### config.mk
export PLATFORM = sky130hd
export DESIGN_NAME = scan_tap_ctrl
export DESIGN_NICKNAME = d
export VERILOG_FILES = /design/src/rtl/scan_tap_pkg.sv /design/src/rtl/tap_fsm.sv /design/src/rtl/tap_ir.sv /design/src/rtl/tap_dr.sv /design/src/rtl/scan_tap_ctrl.sv
export SDC_FILE = /design/constraint.sdc
export NUM_CORES = 1
export LEC_CHECK = 0
export ABC_AREA = 1
export BUFFER_PORTS_ARGS = -buffer_cell sky130_fd_sc_hd__buf_2
export CAP_MARGIN = 20
export CORE_ASPECT_RATIO = 0.8
export CORE_MARGIN = 2
export CORE_UTILIZATION = 40
export CTS_BUF_LIST = sky130_fd_sc_hd__clkbuf_4
export DETAILED_ROUTE_END_ITERATION = 10
export SYNTH_ARGS = -nofsm -noshare
export SYNTH_HDL_FRONTEND = slang
export SYNTH_SLANG_ARGS = --single-unit
### constraint.sdc
create_clock -name tck -period 4.5 [get_ports tck]
set_input_delay 0.45 -clock tck [delete_from_list [all_inputs] [get_ports tck]]
set_output_delay 0.45 -clock tck [all_outputs]
set_load 0.05 [all_outputs]
### src/rtl/scan_tap_pkg.sv
// Shared definitions for the boundary-scan port: state encoding,
// instruction codes and the data-register selector.
// Assumes a 3-bit instruction register and a 32-bit identification word.
package scan_tap_pkg;

    localparam int IR_W = 3;
    localparam int ID_W = 32;

    typedef enum logic [3:0] {
        TS_RESET     = 4'd0,
        TS_IDLE      = 4'd1,
        TS_SEL_DR    = 4'd2,
        TS_CAP_DR    = 4'd3,
        TS_SHIFT_DR  = 4'd4,
        TS_EXIT1_DR  = 4'd5,
        TS_PAUSE_DR  = 4'd6,
        TS_EXIT2_DR  = 4'd7,
        TS_UPD_DR    = 4'd8,
        TS_SEL_IR    = 4'd9,
        TS_CAP_IR    = 4'd10,
        TS_SHIFT_IR  = 4'd11,
        TS_EXIT1_IR  = 4'd12,
        TS_PAUSE_IR  = 4'd13,
        TS_EXIT2_IR  = 4'd14,
        TS_UPD_IR    = 4'd15
    } tap_state_t;

    typedef enum logic [1:0] {
        DR_BYPASS = 2'd0,
        DR_IDENT  = 2'd1,
        DR_BOUND  = 2'd2
    } dr_sel_t;

    localparam logic [IR_W-1:0] OP_EXTEST   = 3'b000;
    localparam logic [IR_W-1:0] OP_IDCODE   = 3'b001;
    localparam logic [IR_W-1:0] OP_SAMPLE_Z = 3'b010;
    localparam logic [IR_W-1:0] OP_SAMPLE   = 3'b100;
    localparam logic [IR_W-1:0] OP_BYPASS   = 3'b111;

    localparam logic [IR_W-1:0] IR_CAPTURE  = 3'b001;

endpackage

### src/rtl/tap_fsm.sv
// Sixteen-state port sequencer driven by tms on the rising tck edge.
// Assumes por_n is synchronous to tck; reset lands in Test-Logic-Reset.
module tap_fsm
    import scan_tap_pkg::*;
(
    input  logic       tck,
    input  logic       por_n,
    input  logic       tms,
    output tap_state_t state
);

    tap_state_t nxt;

    // Next-state selection from the current state and tms.
    always_comb begin
        nxt = state;
        unique case (state)
            TS_RESET:    nxt = tms ? TS_RESET    : TS_IDLE;
            TS_IDLE:     nxt = tms ? TS_SEL_DR   : TS_IDLE;
            TS_SEL_DR:   nxt = tms ? TS_SEL_IR   : TS_CAP_DR;
            TS_CAP_DR:   nxt = tms ? TS_EXIT1_DR : TS_SHIFT_DR;
            TS_SHIFT_DR: nxt = tms ? TS_EXIT1_DR : TS_SHIFT_DR;
            TS_EXIT1_DR: nxt = tms ? TS_UPD_DR   : TS_PAUSE_DR;
            TS_PAUSE_DR: nxt = tms ? TS_EXIT2_DR : TS_PAUSE_DR;
            TS_EXIT2_DR: nxt = tms ? TS_UPD_DR   : TS_SHIFT_DR;
            TS_UPD_DR:   nxt = tms ? TS_SEL_DR   : TS_IDLE;
            TS_SEL_IR:   nxt = tms ? TS_RESET    : TS_CAP_IR;
            TS_CAP_IR:   nxt = tms ? TS_EXIT1_IR : TS_SHIFT_IR;
            TS_SHIFT_IR: nxt = tms ? TS_EXIT1_IR : TS_SHIFT_IR;
            TS_EXIT1_IR: nxt = tms ? TS_UPD_IR   : TS_PAUSE_IR;
            TS_PAUSE_IR: nxt = tms ? TS_EXIT2_IR : TS_PAUSE_IR;
            TS_EXIT2_IR: nxt = tms ? TS_UPD_IR   : TS_SHIFT_IR;
            TS_UPD_IR:   nxt = tms ? TS_SEL_DR   : TS_IDLE;
            default:     nxt = TS_RESET;
        endcase
    end

    // State register with synchronous power-on reset.
    always_ff @(posedge tck) begin
        if (!por_n) state <= TS_RESET;
        else        state <= nxt;
    end

endmodule

### src/rtl/tap_ir.sv
// Instruction shift stage, active instruction and its decode.
// Assumes 3-bit opcodes; any code without a function selects bypass.
module tap_ir
    import scan_tap_pkg::*;
(
    input  logic            tck,
    input  logic            por_n,
    input  logic            tdi,
    input  tap_state_t      state,
    output logic            ir_tdo,
    output logic [IR_W-1:0] instr,
    output dr_sel_t         dr_sel,
    output logic            drive_sel,
    output logic            hiz
);

    logic [IR_W-1:0] ir_sr;

    // Shift stage: fixed pattern on capture, serial shift toward bit 0.
    always_ff @(posedge tck) begin
        if (!por_n)                  ir_sr <= IR_CAPTURE;
        else if (state == TS_CAP_IR) ir_sr <= IR_CAPTURE;
        else if (state == TS_SHIFT_IR) ir_sr <= {tdi, ir_sr[IR_W-1:1]};
    end

    // Active instruction: IDCODE in reset, shift stage on update.
    always_ff @(posedge tck) begin
        if (!por_n || state == TS_RESET) instr <= OP_IDCODE;
        else if (state == TS_UPD_IR)     instr <= ir_sr;
    end

    assign ir_tdo = ir_sr[0];

    // Opcode decode into register select and pad control flags.
    always_comb begin
        dr_sel    = DR_BYPASS;
        drive_sel = 1'b0;
        hiz       = 1'b0;
        case (instr)
            OP_IDCODE:   dr_sel = DR_IDENT;
            OP_EXTEST:   begin dr_sel = DR_BOUND; drive_sel = 1'b1; end
            OP_SAMPLE_Z: begin dr_sel = DR_BOUND; hiz = 1'b1; end
            OP_SAMPLE:   dr_sel = DR_BOUND;
            default:     dr_sel = DR_BYPASS;
        endcase
    end

endmodule

### src/rtl/tap_dr.sv
// Data registers: bypass stage, identification register and the
// boundary register with its update stage.
// Assumes only the selected register captures and shifts.
module tap_dr
    import scan_tap_pkg::*;
#(
    parameter int               BND_W   = 16,
    parameter logic [BND_W-1:0] PH_MASK = '0,
    parameter logic [ID_W-1:0]  ID_CODE = 32'h0000_0001
)(
    input  logic             tck,
    input  logic             por_n,
    input  logic             tdi,
    input  tap_state_t       state,
    input  dr_sel_t          dr_sel,
    input  logic [BND_W-1:0] pin_in,
    output logic             dr_tdo,
    output logic [BND_W-1:0] bnd_upd
);

    localparam int LAST = BND_W - 1;

    logic             byp_q;
    logic [ID_W-1:0]  id_sr;
    logic [BND_W-1:0] bnd_sr;
    logic [BND_W-1:0] bnd_cap;
    logic [BND_W-1:0] bnd_sin;

    logic cap_en, sh_en;
    assign cap_en = (state == TS_CAP_DR);
    assign sh_en  = (state == TS_SHIFT_DR);

    // Bypass stage: zero on capture, follows tdi while shifting.
    always_ff @(posedge tck) begin
        if (!por_n)                                 byp_q <= 1'b0;
        else if (cap_en && dr_sel == DR_BYPASS)     byp_q <= 1'b0;
        else if (sh_en && dr_sel == DR_BYPASS)      byp_q <= tdi;
    end

    // Identification register: loads the fixed word, shifts toward bit 0.
    always_ff @(posedge tck) begin
        if (!por_n)                                 id_sr <= ID_CODE;
        else if (cap_en && dr_sel == DR_IDENT)      id_sr <= ID_CODE;
        else if (sh_en && dr_sel == DR_IDENT)       id_sr <= {tdi, id_sr[ID_W-1:1]};
    end

    // Per-cell capture source and serial input of the boundary chain.
    for (genvar i = 0; i < BND_W; i++) begin : g_cell
        if (PH_MASK[i]) begin : g_ph
            assign bnd_cap[i] = 1'b1;
        end else begin : g_pin
            assign bnd_cap[i] = pin_in[i];
        end
        if (i == LAST) begin : g_head
            assign bnd_sin[i] = tdi;
        end else begin : g_link
            assign bnd_sin[i] = bnd_sr[i+1];
        end
    end

    // Boundary shift stage: pin capture, then serial shift.
    always_ff @(posedge tck) begin
        if (!por_n)                                 bnd_sr <= '0;
        else if (cap_en && dr_sel == DR_BOUND)      bnd_sr <= bnd_cap;
        else if (sh_en && dr_sel == DR_BOUND)       bnd_sr <= bnd_sin;
    end

    // Boundary update stage: takes the shift stage on Update-DR.
    always_ff @(posedge tck) begin
        if (!por_n)                                       bnd_upd <= '0;
        else if (state == TS_UPD_DR && dr_sel == DR_BOUND) bnd_upd <= bnd_sr;
    end

    // Serial output of the selected register.
    always_comb begin
        case (dr_sel)
            DR_IDENT: dr_tdo = id_sr[0];
            DR_BOUND: dr_tdo = bnd_sr[0];
            default:  dr_tdo = byp_q;
        endcase
    end

endmodule

### src/rtl/scan_tap_ctrl.sv
// Top of the boundary-scan port: sequencer, instruction path, data
// registers and falling-edge output retiming.
// Assumes por_n is held low for at least one tck cycle at power-up.
module scan_tap_ctrl
    import scan_tap_pkg::*;
#(
    parameter int               BND_W   = 16,
    parameter logic [BND_W-1:0] PH_MASK = 16'h8001,
    parameter logic [31:0]      ID_CODE = 32'h3C5A_1E97
)(
    input  logic             tck,
    input  logic             por_n,
    input  logic             tms,
    input  logic             tdi,
    input  logic [BND_W-1:0] pin_in,
    output logic             tdo,
    output logic             tdo_oe,
    output logic [BND_W-1:0] pin_drive,
    output logic             pin_drive_sel,
    output logic             pin_hiz
);

    tap_state_t      state;
    logic [IR_W-1:0] instr;
    dr_sel_t         dr_sel;
    logic            ir_tdo;
    logic            dr_tdo;

    tap_fsm u_fsm (
        .tck   (tck),
        .por_n (por_n),
        .tms   (tms),
        .state (state)
    );

    tap_ir u_ir (
        .tck       (tck),
        .por_n     (por_n),
        .tdi       (tdi),
        .state     (state),
        .ir_tdo    (ir_tdo),
        .instr     (instr),
        .dr_sel    (dr_sel),
        .drive_sel (pin_drive_sel),
        .hiz       (pin_hiz)
    );

    tap_dr #(
        .BND_W   (BND_W),
        .PH_MASK (PH_MASK),
        .ID_CODE (ID_CODE)
    ) u_dr (
        .tck     (tck),
        .por_n   (por_n),
        .tdi     (tdi),
        .state   (state),
        .dr_sel  (dr_sel),
        .pin_in  (pin_in),
        .dr_tdo  (dr_tdo),
        .bnd_upd (pin_drive)
    );

    // Falling-edge retiming of the serial output and its enable.
    always_ff @(negedge tck) begin
        if (!por_n) begin
            tdo    <= 1'b0;
            tdo_oe <= 1'b0;
        end else begin
            tdo    <= (state == TS_SHIFT_IR) ? ir_tdo : dr_tdo;
            tdo_oe <= (state == TS_SHIFT_IR) || (state == TS_SHIFT_DR);
        end
    end

endmodule

==> metrics <==
outcome completed; Gate Count Post-Synth 406; Pwr Total 1.21 mW; Vias/cell 4.90; drt wl/cell 11.9 um; Avg Synthesized Cell Area 7.72 um2; worst hold slack 295 ps; Worst-path clk slew 130 ps; antenna-violating nets left 0; layout cells sized above 1 15.8%; Cell variety after synth 28; post-layout util 46.7%; H-tree depth 3; # DRC 0; HP Class in -> reg; I/O pins 40; clock buffer depth 2; critical path class reg -> reg; first-pass GRT wire length 11.1 mm; DR iter-0 viols 163; core area 7500 um2; TritonRoute pass-1 iters 4; cts repair resizes 0; area leader, netlist dfxtp_1; Die X-Extent 103 um; most frequent cell after synthesis nand2_1; synthesized area 3140 um2; antenna violations before repair 0; Most common cell on crit path a21oi_1; GRT overflow 0; Post-synth top cells nand2_1, dfxtp_1, a21oi_1; max-slew violations 0; row count 28; Slew HR 61.0%; diode count 0; pwr/cell area 345 nW/um2; worst path cell trace inv_1 > nor3_1 > inv_1 > ha_1 > nand2_1 > a21oi_1 > a21oi_1 > a21oi_1; Fin. Hold Viols 0; Critical Path Source Type flip-flop; WL final 6.51 mm; # Post-CTS Setup Buffers 0; CP endpoint kind flip-flop; Leak 1.50 nW; vias in the first global route 2414; Nets 461; Global Route Usage Sum 16.2%; starting density of the core 41.8%; PortBufs 37; post-synth top area share 49.2%; DIE HEIGHT 83.2 um; HPWL Detailed 4.28 mm; crit path max-delay cell type dfxtp_1; leading register cell type out of synthesis dfxtp_1; CP arrival 1900 ps; final setup TNS 0 ps; Syn Nets 429; worst skew pair latency 450 ps; Post-synth EDFFs 0; root buf cell clkbuf_4; Worst-Margin Slew 583 ps; CTS tree done; Crit path largest cell delay 370 ps; die area 8570 um2; final setup vio count 0; largest net degree at the start of global routing 35; top cells by area, synth dfxtp_1, nand2_1, a21oi_1, inv_1, o21ai_0; clk_skew 24.5 ps; P&R area growth vs syn 11.7%; total CTS buffers 9; sequential-to-total area share from yosys stat 49.2%; maxcap violations 0; Worst R2R Setup Slack 680 ps; GPL Wtd Cong 0.776; CTS Sinks 77; RSZ-0062 raised after global routing false; CTS Hold Buffers Added 0; synth warn 0; Vias 2687; ys async rst share 0%; Yosys reg bits 77; maximum fanout along the worst path 6; CP required 2580 ps; VDD IR max 0.198 mV
## cells in the final DEF (no fill, tap or decap)
cell type,n
nand2_1,95
dfxtp_1,77
a21oi_1,62
buf_2,37
inv_1,36
o21ai_0,26
nand3_1,24
nor2_1,14
o22ai_1,14
o21ai_1,14
clkbuf_4,9
nor3_1,5
nand2_2,3
nor2_4,3
ha_1,3
inv_6,3
clkinv_2,2
nor2_2,2
nand3_2,2
o211ai_1,1
inv_2,1
nand2_4,1
o21ai_4,1
inv_4,1
nand3b_1,1
o21bai_1,1
bufinv_16,1
inv_8,1
clkinvlp_4,1
buf_8,1
buf_4,1
## final cells by class
cell class | instances | area, um2
timing repair buffer | 39 | 208
tap | 105 | 131
multi-input combinational | 272 | 1330
sequential | 77 | 1540
inverter | 37 | 143
clock buffer | 9 | 67.6
clock inverter | 9 | 87.6
fill | 786 | 3990
## layer usage
metal	GRT usage, %	vias up	wire length [um]
met2	23.0	55	2820
li1	-	1413	-
met3	5.05	12	339
met1	22.8	1207	3220
met4	6.46	0	130
met5	0	-	0
## path summary, 6_finish.rpt
check | to | cells after the start | startpoint
setup reg to reg | tdo | 8 | u_ir.instr[0]
hold / removal | u_dr.bnd_sr[13] | 3 | pin_in[13]
setup / recovery | tdo | 8 | u_ir.instr[0]
hold reg to reg | u_dr.bnd_upd[5] | 2 | u_dr.bnd_upd[5]
## per-stage QoR
stage,setup WS (ps),std cells,area (um2)
2_1_floorplan,939,406,3140
3_3_place_gp,785,530,3340
3_5_place_dp,672,530,3340
4_1_cts,635,547,3490
5_1_grt,458,548,3500
6_report,683,548,3500
## registers in the layout (all words and copies together) (netlist names)
register      flops
u_fsm.state       4
u_dr.bnd_sr      16
u_ir.instr        3
u_dr.id_sr       32
u_ir.ir_sr        3
u_dr.byp_q        1
u_dr.bnd_upd     16
tdo               1
tdo_oe            1
## worst max-delay path, delay by kind of cell (launching register included)
family / cells / cell delay [ps]
buf+inv: 2 / 190
simple gates: 2 / 360
compound gates: 3 / 260
flops: 1 / 370
fa+ha+maj: 1 / 290
## report_power, final
group	switching (mW)	total (mW)	internal, mW	leakage [nW]
clock network	0.268	0.448	0.180	0.0899
logic	0.0428	0.0634	0.0206	0.791
registers	0.00625	0.696	0.689	0.622
total	0.317	1.21	0.890	1.50
## cells by family after synthesis
kind of cell | share of synthesized area (%)
flops | 49.2
simple gates | 21.0
compound gates | 20.1
buf+inv | 8.58
fa+ha+maj | 1.20
(Power assumes the default switching activity.)
